**src/rtl/rr_arb_pkg.sv**
```systemverilog
package rr_arb_pkg;
  typedef enum logic {
    RST_LOW  = 1'b0,
    RST_HIGH = 1'b1
  } rst_level_e;
endpackage

```
**src/rtl/rr_rst_sync.sv**
```systemverilog
module rr_rst_sync #(
  parameter int STAGES = 2
) (
  input  logic clk_i,
  input  logic arst_n_i,
  output logic srst_n_o
);
  logic [STAGES-1:0] sync_q;
  logic [STAGES-1:0] sync_d;

  always_comb begin
    sync_d = {sync_q[STAGES-2:0], 1'b1};
  end

  always_ff @(posedge clk_i or negedge arst_n_i) begin
    if (!arst_n_i) sync_q <= '0;
    else           sync_q <= sync_d;
  end

  assign srst_n_o = sync_q[STAGES-1];
endmodule

```
**src/rtl/rr_top_pick.sv**
```systemverilog
// Keeps only the highest set bit of vec_i.
module rr_top_pick #(
  parameter int WIDTH = 8
) (
  input  logic [WIDTH-1:0] vec_i,
  output logic [WIDTH-1:0] pick_o,
  output logic             any_o
);
  logic [WIDTH:0] seen;   // seen[i]: some bit at index >= i is set

  assign seen[WIDTH] = 1'b0;

  for (genvar i = 0; i < WIDTH; i++) begin : g_bit
    assign seen[i]   = seen[i+1] | vec_i[i];
    assign pick_o[i] = vec_i[i] & ~seen[i+1];
  end

  assign any_o = seen[0];
endmodule

```
**src/rtl/rr_mask_below.sv**
```systemverilog
// For a one-hot input, sets every bit strictly below the hot bit.
module rr_mask_below #(
  parameter int WIDTH = 8
) (
  input  logic [WIDTH-1:0] onehot_i,
  output logic [WIDTH-1:0] below_o
);
  logic [WIDTH:0] above;

  assign above[WIDTH] = 1'b0;

  for (genvar i = 0; i < WIDTH; i++) begin : g_bit
    assign above[i]   = above[i+1] | onehot_i[i];
    assign below_o[i] = above[i+1];
  end
endmodule

```
**src/rtl/rr_grant_arbiter.sv**
```systemverilog
module rr_grant_arbiter
  import rr_arb_pkg::*;
#(
  parameter int         WIDTH     = 8,
  parameter rst_level_e RST_LEVEL = RST_LOW
) (
  input  logic             clk_i,
  input  logic             rst_in,
  input  logic [WIDTH-1:0] req_i,
  output logic [WIDTH-1:0] grant_o,
  output logic             grant_vld_o,
  input  logic             grant_rdy_i
);
  localparam int SYNC_STAGES = 2;

  logic             arst_n;
  logic             srst_n;
  logic [WIDTH-1:0] mask_q;
  logic [WIDTH-1:0] mask_d;
  logic [WIDTH-1:0] req_masked;
  logic [WIDTH-1:0] pick_masked;
  logic [WIDTH-1:0] pick_full;
  logic             any_masked;
  logic             any_full;
  logic             adv_en;

  assign arst_n = (RST_LEVEL == RST_HIGH) ? ~rst_in : rst_in;

  rr_rst_sync #(.STAGES(SYNC_STAGES)) u_rst_sync (
    .clk_i    (clk_i),
    .arst_n_i (arst_n),
    .srst_n_o (srst_n)
  );

  assign req_masked = req_i & mask_q;

  rr_top_pick #(.WIDTH(WIDTH)) u_pick_masked (
    .vec_i  (req_masked),
    .pick_o (pick_masked),
    .any_o  (any_masked)
  );

  rr_top_pick #(.WIDTH(WIDTH)) u_pick_full (
    .vec_i  (req_i),
    .pick_o (pick_full),
    .any_o  (any_full)
  );

  always_comb begin
    grant_o     = any_masked ? pick_masked : pick_full;
    grant_vld_o = any_full;
  end

  rr_mask_below #(.WIDTH(WIDTH)) u_mask_below (
    .onehot_i (grant_o),
    .below_o  (mask_d)
  );

  assign adv_en = grant_vld_o & grant_rdy_i;

  always_ff @(posedge clk_i or negedge srst_n) begin
    if (!srst_n)     mask_q <= '0;
    else if (adv_en) mask_q <= mask_d;
  end
endmodule

```
**config.mk**
```make
export PLATFORM = sky130hd
export DESIGN_NAME = rr_grant_arbiter
export DESIGN_NICKNAME = d
export VERILOG_FILES = /design/src/rtl/rr_arb_pkg.sv /design/src/rtl/rr_rst_sync.sv /design/src/rtl/rr_top_pick.sv /design/src/rtl/rr_mask_below.sv /design/src/rtl/rr_grant_arbiter.sv
export SDC_FILE = /design/constraint.sdc
export NUM_CORES = 1
export LEC_CHECK = 0
export CORE_MARGIN = 1
export CORE_UTILIZATION = 45
export DETAILED_ROUTE_END_ITERATION = 8
export DONT_BUFFER_PORTS = 1
export SLEW_MARGIN = 20
export SYNTH_ARGS = -nofsm -noshare
export SYNTH_HDL_FRONTEND = slang
export SYNTH_HIERARCHICAL = 1
export SYNTH_SLANG_ARGS = --single-unit
```
**constraint.sdc**
```tcl
create_clock -name clk_i -period 2.54 [get_ports clk_i]
set_clock_uncertainty 0.05 [all_clocks]
set_input_delay 0.508 -clock clk_i [delete_from_list [all_inputs] [get_ports clk_i]]
set_output_delay 0.508 -clock clk_i [all_outputs]
set_load 0.02 [all_outputs]
```
==> results.md, run 1 <==
- The flow ran to the end, but the final reports show violations.
- The final reports fail on setup timing.
- The later pin in the worst-skew pair is clocked with a latency of 0.25 ns.
- Routability-driven placement finished with a final weighted congestion of 0.8169.
- TritonCTS built the clock tree.
- The first global-routing pass estimated 2628 um of wire.
- From left edge to right edge, the die measures 43.05 um.
- The timing startpoint of the critical path is mask_q[5].
- After clock tree synthesis, the clock-pin slew on the worst setup and hold paths is 0.06 ns.
- The effective utilization at floorplan is 0.4919.
- The launching element type of the critical path is a register.
- The critical path data required time is 2.63 ns.
- After synthesis the netlist holds a flip-flop and latch count of 10.
- The max-cap violation count is 0.
- In this run, distinct cell masters in the synthesized netlist total 22.
- The cell count after synthesis came out at 70.
- The tree built by TritonCTS fans out to 10 sinks.
- After layout, the worst setup slack is -0.2067 ns.
- The tree is rooted in a sky130_fd_sc_hd__clkbuf_4.
- The main flop type after synthesis is sky130_fd_sc_hd__dfrtp_1.
- In this run the static leakage power is 0.4773 nW.
- The post-synthesis cell type with the largest combined area is sky130_fd_sc_hd__dfrtp_1.
- The final standard cell count with taps included and fillers excluded is 109.
- After detailed routing, the total wire length is 1402 um.
- The reg-to-reg setup timing slack is -0.21 ns.
- The via count of the first global-routing pass was 616.
- The type of the most critical hold path is reg -> async.
- The critical path in this run is classified as reg -> reg.
- In this run the tool buffered the top-level ports with 0 buffer cells.
- The first detailed-routing pass ran for 4 iterations.
- The fill cell instance count of the final layout is 133.
- The most frequent cell after synthesis is sky130_fd_sc_hd__mux2_2.
- In this run the power density over the cells is 814.2 mW/mm^2.
- The first-iteration detailed-routing DRC count is 4.
- Setup violations remaining at the end of the flow were counted as 6.
- The worst register-to-register path has a depth of 7.
- The longest clock path from root to sink contains 2 buffers.
- The number of max-slew violations in the final report is 0.
- The count of boundary I/O pins is 20.
- The reg-to-reg critical path endpoint is mask_q[0].
- The setup total negative slack is -0.9007 ns.
- In the final design database the tool counted 105 nets.
- Detailed routing inserted a total of 600 vias.
- The proportion of synthesized flip-flops having asynchronous set or reset is 1.000.
- By area the synthesized netlist is led by sky130_fd_sc_hd__dfrtp_1 (33%), sky130_fd_sc_hd__mux2_2 (24%), sky130_fd_sc_hd__and2_1 (6.6%).
- The worst setup path is captured at a register.
- The TritonCTS buffer count is 3.
- Static timing analysis puts the maximum clock frequency at 364.1 MHz.
- The worst voltage drop across the vdd grid is 0.5255 mV.
- The floorplan row count is 14.
- Of the synthesized area, sequential elements account for 0.3300.
- The final worst-path cycle share is 1.081.
- The synthesized netlist occupies a cell area of 758.2 um^2.
- The maximum fanout count along the critical path is 5.
- The post-detailed-route via-to-cell ratio is 5.505.
- The number of warnings issued by yosys is 6.
- Of the post-synthesis cell area, the dominant cell type holds 0.3300.
- In the routed design, unresolved DRC markers number 0.
- The repair_antennas step left the layout with diodes totalling 0.
- The number of levels the H-tree was split into is 1.
- The net count of the mapped netlist is 81.
- The detailed-route wire length per cell is 12.86 um.
- In this run the critical register-to-register path is launched from mask_q[5].
- Sorting the synthesized cells by how often they occur yields sky130_fd_sc_hd__mux2_2 (16), sky130_fd_sc_hd__dfrtp_1 (10), sky130_fd_sc_hd__and2_1 (8), sky130_fd_sc_hd__buf_4 (4), sky130_fd_sc_hd__nor2_1 (4).
- STA puts the critical path data arrival time at 2.84 ns.
- The share of final-layout standard cells stronger than drive strength 1 is 0.5914.
- The number of enable-type register cells in the synthesized netlist is 0.
- The initial antenna violation count is 0.
- The number of nets with antenna violations after detailed routing is 0.
- The maximum number of pins on one net before global-route repair is 9.
- Averaged over all synthesized cells, the footprint is 10.83 um^2.
- The total count of hold-check failures in the final report came to 0.
- The number of placed instances, taps included, is 100.
- The die is 43.05 um tall.
- For this run, the total global-route usage over all layers was measured as 0.1885.
- The worst path in the final design needs a cycle of 2.747 ns, including I/O delays and setup.
- The area of the core is 0.001541 mm^2.
- The die covers 0.001853 mm^2.
- The post-DP HPWL is 1187 um.
- Setup repair after global routing could not meet its margin everywhere.
- From synthesis to final layout, the design area changed by 29.21%.
- The total overflow left after global routing is 0.
[cells in the final DEF, fill, tap and decap left out]
cell type	n
sky130_fd_sc_hd__dlygate4sd3_1	1
sky130_fd_sc_hd__dfrtp_1	10
sky130_fd_sc_hd__and3b_1	2
sky130_fd_sc_hd__and2_4	2
sky130_fd_sc_hd__buf_4	22
sky130_fd_sc_hd__nand3_2	1
sky130_fd_sc_hd__nor4_4	2
sky130_fd_sc_hd__mux2_2	14
sky130_fd_sc_hd__nor2_1	4
sky130_fd_sc_hd__mux2_4	2
sky130_fd_sc_hd__nor3b_1	2
sky130_fd_sc_hd__nand2_2	1
sky130_fd_sc_hd__and2_2	2
sky130_fd_sc_hd__or2_4	1
sky130_fd_sc_hd__clkbuf_4	3
sky130_fd_sc_hd__nand3_1	1
sky130_fd_sc_hd__nor2b_1	2
sky130_fd_sc_hd__and3_1	2
sky130_fd_sc_hd__and4b_1	2
sky130_fd_sc_hd__or4_1	1
sky130_fd_sc_hd__conb_1	2
sky130_fd_sc_hd__and2_1	6
sky130_fd_sc_hd__or2_2	1
sky130_fd_sc_hd__or3_1	1
sky130_fd_sc_hd__buf_6	1
sky130_fd_sc_hd__nor4b_1	2
sky130_fd_sc_hd__or4_4	1
sky130_fd_sc_hd__clkbuf_8	1
sky130_fd_sc_hd__or3_2	1
[state kept, by name, summed over array words and instances (netlist names)]
| register | flops |
|---|---|
| mask_q | 8 |
| u_rst_sync/sync_q | 2 |
[area by class of cell]
| type | count | area, um^2 | share of cell area |
|---|---|---|---|
| clock buffer | 4 | 36.28 | 0.03704 |
| multi-input combinational | 55 | 486.7 | 0.4968 |
| sequential | 10 | 250.2 | 0.2554 |
| timing repair buffer | 24 | 186.4 | 0.1903 |
| tap | 16 | 20.02 | 0.02043 |
[per-layer routing]
metal | vias to the layer above | global-route usage | wire length [um]
met3 | 2 | 0.02979 | 58
met2 | 10 | 0.3091 | 685
met4 | 0 | 0.09091 | 9
met5 | - | 0 | 0
li1 | 294 | - | -
met1 | 294 | 0.2405 | 649
[through the flow]
| step | setup slack (ns) | hold WS [ns] | power (mW) | utilization | cell area [um^2] |
|---|---|---|---|---|---|
| after floorplan | -0.3903 | 0.04464 | 0.5007 | - | 770.7 |
| after global placement | -0.3697 | 0.08265 | 0.6175 | 0.5787 | 892.1 |
| after detailed placement | -0.4532 | 0.08036 | 0.6212 | 0.5787 | 892.1 |
| after CTS | -0.2130 | 0.08076 | 0.8015 | 0.6307 | 972.2 |
| after global routing | -0.2816 | 0.1089 | 0.8582 | 0.6356 | 979.7 |
| final | -0.2067 | 0.06781 | 0.7977 | 0.6356 | 979.7 |
[cells by family after synthesis]
kind of cell           after synthesis  share of synthesized area
DFF                                 10                     0.3300
other                                2                   0.009905
muxes                               16                     0.2376
buffers and inverters                5                    0.05446
and+or+nand+nor                     37                     0.3680
[power by group]
group	total [mW]	switching (mW)	internal (mW)
Sequential	0.238	0.0261	0.211
Combinational	0.426	0.165	0.261
Clock	0.134	0.0476	0.0867
Total	0.798	0.239	0.559
[how the worst max path moves through the flow]
stage | slack (ns) | cells past startpoint | endpoint
3_5_place_dp | -0.45 | 7 | mask_q[0]
6_report | -0.21 | 7 | mask_q[0]
5_1_grt | -0.28 | 7 | mask_q[0]
2_1_floorplan | -0.39 | 8 | mask_q[0]
3_3_place_gp | -0.37 | 7 | mask_q[0]
4_1_cts | -0.21 | 7 | mask_q[0]
[critical path: stages (launching register included)]
cell and delay [ns]:
sky130_fd_sc_hd__dfrtp_1 0.38, sky130_fd_sc_hd__and2_4 0.15, sky130_fd_sc_hd__nor4_4 0.30, sky130_fd_sc_hd__nand3_2 0.19
sky130_fd_sc_hd__mux2_4 0.34, sky130_fd_sc_hd__or4_4 0.54, sky130_fd_sc_hd__or4_1 0.41, sky130_fd_sc_hd__mux2_2 0.27
[timing repair]
| item | 4_1_cts | 5_1_grt |
|---|---|---|
| endpoints found under the setup margin | 8 | 7 |
| gates resized for setup | 3 | 0 |
| hold buffers | 1 | 0 |
| buffers inserted | 3 | 1 |
| pin swaps | 2 | 2 |
| cloned | 0 | 0 |
| hold endpoints to repair | 2 | 0 |
Note: power is estimated with default switching activity, not from simulation.
==> run 2, diff against run 1 <==
--- a/config.mk
+++ b/config.mk
@@ -5,10 +5,11 @@
 export SDC_FILE = /design/constraint.sdc
 export NUM_CORES = 1
 export LEC_CHECK = 0
-export CORE_MARGIN = 1
 export CORE_UTILIZATION = 45
+export CTS_BUF_LIST = sky130_fd_sc_hd__clkbuf_16
 export DETAILED_ROUTE_END_ITERATION = 8
 export DONT_BUFFER_PORTS = 1
+export GPL_ROUTABILITY_DRIVEN = 0
 export SLEW_MARGIN = 20
 export SYNTH_ARGS = -nofsm -noshare
 export SYNTH_HDL_FRONTEND = slang
==> run 2 against run 1 <==
  * The flow still finishes with violations (setup timing)
  * Worst hold slack got worse by 0.0023 ns
  * Clock-buffer cell count decreased by 1
  * Global-route usage decreased by 0.53 points
  * Via count decreased by 0.17%
  * First-iteration DRC count increased by 75%
  * Routed wire length increased by 1.0%
  * Combinational power about the same
  * Worst setup slack improved by 0.00060 ns
  * Sequential power about the same
  * Fmax about the same
==> results.md, run 2 (synthesis gave the netlist of run 1 again) <==
- The flip-flop count of the largest register after layout is 8 (unchanged).
- The slack of the critical path is -0.2061 ns (was -0.2067 ns).
- The total routing resource utilization after global routing is 0.1832 (was 0.1885).
- The post-DP HPWL is 1187 um (unchanged).
- The area of all placed cells without fillers came to 0.001022 mm^2 (was 979.7 um^2).
- The overall die width was 43.05 um (unchanged).
- The register bank with the most flops is mask_q (unchanged).
- The total wire length after detailed routing is 1416 um (was 1402 um).
- The share of final-layout standard cells stronger than drive strength 1 was 0.5806 (was 0.5914).
- The worst voltage drop across the vdd grid is 0.6592 mV (was 0.5255 mV).
- The critical path start-end classification is reg -> reg (unchanged).
- The achievable clock frequency is 364.2 MHz (was 364.1 MHz).
- The number of nets at the end of the flow is 105 (unchanged).
- The signal arrival time at the worst endpoint is 2.81 ns (was 2.84 ns).
- The overall power after layout is 0.9318 mW (was 0.7977 mW).
- The floorplan row count is 14 (unchanged).
- The leading cell type in the layout, fill and taps excluded is sky130_fd_sc_hd__buf_4 (unchanged).
- Outcome: complete, but fails checks (unchanged).
- The total clock sinks is 10 (unchanged).
- The full die area is 0.001853 mm^2 (unchanged).
- The area of the core is 0.001541 mm^2 (unchanged).
- The launch instance of the worst register-to-register path is mask_q[5] (unchanged).
- The number of nets with antenna violations after detailed routing came to 0 (unchanged).
- The initial antenna violation count was 0 (unchanged).
- The max-cap violation count is 0 (unchanged).
- The antenna cell count came to 0 (unchanged).
- The reg-to-reg critical path endpoint is mask_q[0] (unchanged).
- The maximum fanout count along the critical path is 5 (unchanged).
- The final design utilization is 0.6631 (was 0.6356).
- Leading registers by flop count: mask_q x8, u_rst_sync/sync_q x2 (unchanged).
- The insertion delay of the later-clocked pin in the worst-skew pair is 0.23 ns (was 0.25 ns).
- Setup repair after global routing missed its margin: yes (unchanged).
- The number of search-and-repair iterations in the first detailed-routing pass came to 4 (unchanged).
- The number of setup violations in the final report was 6 (unchanged).
- The count of boundary I/O pins is 20 (unchanged).
- The timing startpoint of the critical path is mask_q[5] (unchanged).
- The reg-to-reg setup timing slack came to -0.21 ns (about the same).
- The TritonCTS buffer count is 3 (unchanged).
- The wire length of the first global-routing pass was 2628 um (unchanged).
- The fill cell instance count of the final layout is 128 (was 133).
- The total count of hold-check failures in the final report is 0 (unchanged).
- The number of max-slew violations in the final report is 0 (unchanged).
- The first-iteration detailed-routing DRC count is 7 (was 4).
- The clock period minus final worst setup slack came to 2.746 ns (was 2.747 ns).
- The CTS root buffer is sky130_fd_sc_hd__clkbuf_16 (was sky130_fd_sc_hd__clkbuf_4).
- The cell depth of the worst flop-to-flop path came to 7 (unchanged).
- The total global routing overflow is 0 (unchanged).
- The post-detailed-route via-to-cell ratio came to 5.495 (was 5.505).
- The standard cell area after detailed placement is 892.1 um^2 (unchanged).
- The leakage dissipation is 0.4948 nW (was 0.4773 nW).
- The layout overhead on the synthesized area is 34.82% (was 29.21%).
- The clock tree from TritonCTS is yes (unchanged).
- The critical path data required time is 2.60 ns (was 2.63 ns).
- The via count of the first global-routing pass is 609 (was 616).
- The effective utilization at floorplan came to 0.4919 (unchanged).
- The via count is 599 (was 600).
- The destination of the critical timing path is mask_q[0] (unchanged).
- The detailed-route wire length per cell is 12.99 um (was 12.86 um).
- The height of the die came to 43.05 um (unchanged).
- The launching element type of the critical path is a register (unchanged).
- The power density over the cells is 911.5 mW/mm^2 (was 814.2 mW/mm^2).
- Violated checks: setup timing (unchanged).
- The final worst-path cycle share is 1.081 (about the same).
- The maximum number of pins on one net before global-route repair is 9 (unchanged).
- The maximum buffer depth of the clock tree is 2 (unchanged).
- The kind of end point of the critical path is a register (unchanged).
- The post-detailed-route DRC marker count came to 0 (unchanged).
- Commonest cells after routing, fill and taps aside: sky130_fd_sc_hd__buf_4 (22), sky130_fd_sc_hd__mux2_2 (14), sky130_fd_sc_hd__dfrtp_1 (10), sky130_fd_sc_hd__and2_1 (6), sky130_fd_sc_hd__nor2_1 (4) (unchanged).
- The clock transition at the registers of the reported paths is 0.04 ns (was 0.06 ns).
- The count of port buffers added during placement is 0 (unchanged).
- The type of the most critical hold path is reg -> async (unchanged).
- The number of levels the H-tree was split into is 1 (unchanged).
==> run 2: critical path, cell delays in order (launching register included) <==
cell                      delay, ns
sky130_fd_sc_hd__dfrtp_1       0.37
sky130_fd_sc_hd__and2_4        0.15
sky130_fd_sc_hd__nor4_4        0.30
sky130_fd_sc_hd__nand3_2       0.19
sky130_fd_sc_hd__mux2_4        0.34
sky130_fd_sc_hd__or4_4         0.54
sky130_fd_sc_hd__or4_1         0.41
sky130_fd_sc_hd__mux2_2        0.27
==> run 2: area by class of cell <==
| type | count | area (um^2) | area share |
|---|---|---|---|
| clock buffer | 3 | 75.07 | 0.07344 |
| clock inverter | 1 | 3.754 | 0.003672 |
| multi-input combinational | 55 | 486.7 | 0.4761 |
| sequential | 10 | 250.2 | 0.2448 |
| tap | 16 | 20.02 | 0.01958 |
| timing repair buffer | 24 | 186.4 | 0.1824 |
==> run 2: power by group <==
group,internal [mW],switching [mW],leakage [nW]
sequential,0.212,0.0261,0.118
combinational,0.261,0.165,0.339
clock,0.205,0.0622,0.0385
total,0.679,0.253,0.495
==> run 2: how the worst min path moves through the flow <==
stage	endpoint	depth (start not counted)
final	mask_q[0]	0
after global routing	mask_q[5]	0
after CTS	mask_q[0]	0
after detailed placement	mask_q[0]	0
after global placement	mask_q[1]	0
after floorplan	mask_q[0]	0
==> run 2: what timing repair did <==
action	CTS	global route
resized for setup	3	0
pin swaps	2	2
hold endpoints to repair	2	0
buffers inserted	3	1
hold buffers	1	0
setup endpoints to repair	6	7
==> run 2: per-stage QoR <==
| step | setup WS, ns | instances | TNS [ns] | hold slack (ns) |
|---|---|---|---|---|
| 6_report | -0.2061 | 109 | -0.8004 | 0.06547 |
| 3_5_place_dp | -0.4532 | 100 | -1.416 | 0.08036 |
| 2_1_floorplan | -0.3903 | 70 | -0.9563 | 0.04464 |
| 5_1_grt | -0.2825 | 109 | -1.234 | 0.1057 |
| 4_1_cts | -0.2130 | 108 | -0.8346 | 0.07824 |
| 3_3_place_gp | -0.3697 | 100 | -0.9886 | 0.08265 |
==> run 2: routing by layer <==
metal  global-route usage  share of wire
met1               0.2432           0.47
met2               0.3152           0.48
met3              0.01702          0.040
met4              0.05455         0.0056
met5                    0              0
==> run 3, diff against run 2 <==
--- a/config.mk
+++ b/config.mk
@@ -13,5 +13,4 @@
 export SLEW_MARGIN = 20
 export SYNTH_ARGS = -nofsm -noshare
 export SYNTH_HDL_FRONTEND = slang
-export SYNTH_HIERARCHICAL = 1
 export SYNTH_SLANG_ARGS = --single-unit
==> constraint.sdc (replaced) <==
create_clock -name clk_i -period 2.8 [get_ports clk_i]
set_clock_uncertainty 0.05 [all_clocks]
set_input_delay 0.56 -clock clk_i [delete_from_list [all_inputs] [get_ports clk_i]]
set_output_delay 0.56 -clock clk_i [all_outputs]
set_load 0.02 [all_outputs]
==> run 3 against run 2 <==
  * The run now ends clean
  * Die area is 15% lower
  * Routed wire length decreased by 11%
  * Critical path depth decreased by 3
  * Non-clock buffer count decreased by 22
  * Clock-buffer cell count unchanged
  * Register-to-register slack better by 0.99 ns
  * Critical path type is now reg -> out
==> results.md, run 3 <==
- The layout overhead on the synthesized area was 16.11% (was 34.82%).
- The total global routing overflow is 0 (unchanged).
- The antenna cell count was 0 (unchanged).
- The number of setup violations in the final report came to 0 (was 6).
- The worst pin sits at a relative slew slack of 0.6084.
- The effective utilization at floorplan came to 0.4894 (was 0.4919).
- The signal arrival time at the worst endpoint is 1.94 ns (was 2.81 ns).
- The portion of synthesized cell area occupied by the leading cell type is 0.3536 (was 0.3300).
- The critical path data required time is 2.19 ns (was 2.60 ns).
- The post-detailed-route via-to-cell ratio is 5.909 (was 5.495).
- The number of warnings issued by yosys was 0 (was 6).
- Outcome: complete, no violations (was complete, but fails checks).
- Subtracting the final worst setup slack from the clock period gives 2.550 ns.
- The total clock sinks is 9 (was 10).
- The slack of the critical path is 0.2503 ns (was -0.2061 ns).
- The clock transition at the registers of the reported paths is 0.04 ns (about the same).
- The number of max-slew violations in the final report was 0 (unchanged).
- The height of the die came to 39.62 um (was 43.05 um).
- The area of the core was 0.001301 mm^2 (was 0.001541 mm^2).
- The detailed-route wire length per cell came to 14.31 um (was 12.99 um).
- The fill cell instance count of the final layout is 122 (was 128).
- The count of boundary I/O pins was 20 (unchanged).
- The setup total negative slack is 0 ns (was -0.8004 ns).
- The clock tree from TritonCTS is yes (unchanged).
- The minimum setup slack after placement is 0.3314 ns (was -0.4532 ns).
- The post-synthesis cell type with the largest combined area is sky130_fd_sc_hd__dfrtp_1 (unchanged).
- Leading post-synthesis cells by cell area: sky130_fd_sc_hd__dfrtp_1 (35%), sky130_fd_sc_hd__nor2_1 (5.3%), sky130_fd_sc_hd__a21oi_1 (4.7%) (was sky130_fd_sc_hd__dfrtp_1 (33%), sky130_fd_sc_hd__mux2_2 (24%), sky130_fd_sc_hd__and2_1 (6.6%)).
- The sequential fraction of the synthesis area came to 0.3536 (was 0.3300).
- The number of synthesized register bits is 9 (was 10).
- The most heavily used metal layer in global routing is met2 (unchanged).
- The maximum buffer depth of the clock tree is 2 (unchanged).
- The TritonCTS buffer count is 3 (unchanged).
- The post-cts repair resize count was 0 (was 3).
- The overall die width came to 39.62 um (was 43.05 um).
- Dividing the final minimum period by the clock period gives 0.9106.
- The count of port buffers added during placement is 0 (unchanged).
- The via count of the first global-routing pass is 450 (was 609).
- The delay of the slowest critical-path stage is 0.57 ns (was 0.54 ns).
- The CTS root buffer is sky130_fd_sc_hd__clkbuf_16 (unchanged).
- The floorplan row count was 13 (was 14).
- Setup repair after global routing missed its margin: no (was yes).
- The global-route track usage on met3 is 0.05114 (was 0.01702).
- The wire length of the first global-routing pass came to 1856 um (was 2628 um).
- The count of different cell masters after synthesis is 33 (was 22).
- The total wire length after detailed routing is 1259 um (was 1416 um).
- The number of nets at the end of the flow is 85 (was 105).
- Most common library cells after synthesis: sky130_fd_sc_hd__dfrtp_1 (9), sky130_fd_sc_hd__nor2_1 (9), sky130_fd_sc_hd__a21oi_1 (6), sky130_fd_sc_hd__inv_1 (5), sky130_fd_sc_hd__nand2_1 (5) (was sky130_fd_sc_hd__mux2_2 (16), sky130_fd_sc_hd__dfrtp_1 (10), sky130_fd_sc_hd__and2_1 (8), sky130_fd_sc_hd__buf_4 (4), sky130_fd_sc_hd__nor2_1 (4)).
- The achievable clock frequency is 392.2 MHz.
- The register bank with the most flops is mask_q (unchanged).
- The kind of end point of the critical path is an output pin (was register).
- The number of search-and-repair iterations in the first detailed-routing pass came to 4 (unchanged).
- The critical path start-end classification is reg -> out (was reg -> reg).
- The main flop type after synthesis is sky130_fd_sc_hd__dfrtp_1 (unchanged).
- Leading registers by flop count: mask_q x7, u_rst_sync.sync_q x2 (was mask_q x8, u_rst_sync/sync_q x2).
- The gate count of the mapped netlist is 69 (was 70).
- The launching element type of the critical path is a register (unchanged).
- Commonest cells after routing, fill and taps aside: sky130_fd_sc_hd__nor2_1 (9), sky130_fd_sc_hd__dfrtp_1 (9), sky130_fd_sc_hd__inv_1 (6), sky130_fd_sc_hd__a21oi_1 (6), sky130_fd_sc_hd__nand2_1 (5) (was sky130_fd_sc_hd__buf_4 (22), sky130_fd_sc_hd__mux2_2 (14), sky130_fd_sc_hd__dfrtp_1 (10), sky130_fd_sc_hd__and2_1 (6), sky130_fd_sc_hd__nor2_1 (4)).
- The first-iteration detailed-routing DRC count is 20 (was 7).
- The global-route met2 utilization is 0.2787 (was 0.3152).
- The leakage dissipation came to 0.3099 nW (was 0.4948 nW).
- The maximum fanout count along the critical path is 4 (was 5).
- The initial antenna violation count was 0 (unchanged).
- The maximum number of pins on one net before global-route repair is 14 (was 9).
- The proportion of synthesized flip-flops having asynchronous set or reset is 1.000 (unchanged).
- The worst-path cell with the longest stage delay is sky130_fd_sc_hd__a222oi_1 (was sky130_fd_sc_hd__or4_4).
- The transition at the pin with the smallest max-transition slack is 0.5874 ns.
- The full die area is 0.001570 mm^2 (was 0.001853 mm^2).
- The share of final-layout standard cells stronger than drive strength 1 is 0.2329 (was 0.5806).
- The global routing met1 resource utilization came to 0.2410 (was 0.2432).
- The number of enable-type register cells in the synthesized netlist is 0 (unchanged).
- The post-synthesis cell area is 636.9 um^2 (was 758.2 um^2).
- The insertion delay of the later-clocked pin in the worst-skew pair came to 0.23 ns (about the same).
- The flip-flop count of the largest register after layout is 7 (was 8).
- The total count of hold-check failures in the final report was 0 (unchanged).
- The number of levels the H-tree was split into is 1 (unchanged).
- The post-DP HPWL is 1024 um (was 1187 um).
- The total routing resource utilization after global routing is 0.1906 (was 0.1832).
- The power density over the cells is 1015 mW/mm^2 (was 911.5 mW/mm^2).
- The worst voltage drop across the vdd grid was 0.4994 mV (was 0.6592 mV).
- The via count is 520 (was 599).
- The post-synthesis average cell area is 9.230 um^2 (was 10.83 um^2).
- The max-cap violation count is 0 (unchanged).
- The net count of the mapped netlist came to 80 (was 81).
- The type of the most critical hold path is reg -> async (unchanged).
- The number of nets with antenna violations after detailed routing was 0 (unchanged).
- Sequence of cells on the critical path: a222oi_1 > and3_2 > mux2i_1 > and2_1 (was and2_4 > nor4_4 > nand3_2 > mux2_4 > or4_4 > or4_1 > mux2_2).
- The post-detailed-route DRC marker count was 0 (unchanged).
## run 3: cell count changes after synthesis, moves of 4 or more
cell / delta
sky130_fd_sc_hd__inv_1: +5
sky130_fd_sc_hd__mux2_2: -15
sky130_fd_sc_hd__a21oi_1: +6
sky130_fd_sc_hd__a31oi_1: +4
sky130_fd_sc_hd__and2_1: -6
sky130_fd_sc_hd__nor2_1: +5
sky130_fd_sc_hd__nand2_1: +5
## run 3: area by class of cell
class | instances | area [um^2] | share of cell area
clock buffers | 3 | 75.07 | 0.1015
clock inverters | 1 | 3.754 | 0.005076
inverters | 5 | 18.77 | 0.02538
multi-input cells | 53 | 380.4 | 0.5144
flip-flops and latches | 9 | 225.2 | 0.3046
well taps | 15 | 18.77 | 0.02538
repair buffers | 2 | 17.52 | 0.02369
## run 3: metal layers
metal / up-vias / share of wire
li1: 262 / -
met1: 237 / 0.44
met2: 18 / 0.47
met3: 3 / 0.069
met4: 0 / 0.023
met5: - / 0
## run 3: worst max-delay path: cells and delay by family, from the launching register on
| kind | cells | cell delay (ns) |
|---|---|---|
| flops | 1 | 0.39 |
| simple gates | 2 | 0.57 |
| compound gates | 1 | 0.57 |
| mux | 1 | 0.17 |
## run 3: cell families (layout without fill, tap and decap cells)
group,count (synthesis),in the layout,share of synthesized area
AOI/OAI and AO/OA,21,21,0.2731
other,1,1,0.005888
and+or+nand+nor,29,29,0.2849
DFF,9,9,0.3536
muxes,2,2,0.03340
buffers and inverters,7,11,0.04912
## run 3: stage by stage
| stage | total power, mW | util | cell area (um^2) | hold slack (ns) | std cells |
|---|---|---|---|---|---|
| final | 0.7509 | 0.5683 | 739.5 | 0.05078 | 88 |
| after global placement | 0.5063 | 0.5000 | 650.6 | 0.06210 | 83 |
| after CTS | 0.7608 | 0.5683 | 739.5 | 0.06382 | 88 |
| after detailed placement | 0.5112 | 0.5000 | 650.6 | 0.06045 | 83 |
| after floorplan | 0.4594 | - | 636.9 | 0.03149 | 69 |
| after global routing | 0.7951 | 0.5683 | 739.5 | 0.09763 | 88 |
## run 3: path summary, 6_finish.rpt
check                                           from                    to  slack [ns]  depth (start not counted)
worst min-delay path            u_rst_sync.sync_q[1]             mask_q[5]        0.05                          0
max in group asynchronous                     rst_in  u_rst_sync.sync_q[1]        2.07                          1
worst min register to register  u_rst_sync.sync_q[1]             mask_q[5]        0.05                          0
min in group clk_i              u_rst_sync.sync_q[0]  u_rst_sync.sync_q[1]        0.30                          0
worst max register to register             mask_q[4]             mask_q[0]        0.78                          5
worst max-delay path                       mask_q[4]            grant_o[6]        0.25                          4
## run 3: report_power, final
group	switching [mW]	internal [mW]	leakage, nW
clock	0.0574	0.186	0.0423
sequential	0.0501	0.173	0.106
combinational	0.166	0.118	0.162
total	0.274	0.477	0.310
## run 3: repair_timing
item / in CTS / in global routing
endpoints found under the hold margin: 2 / 0
hold buffers: 1 / 0
setup buffers: 0 / 0
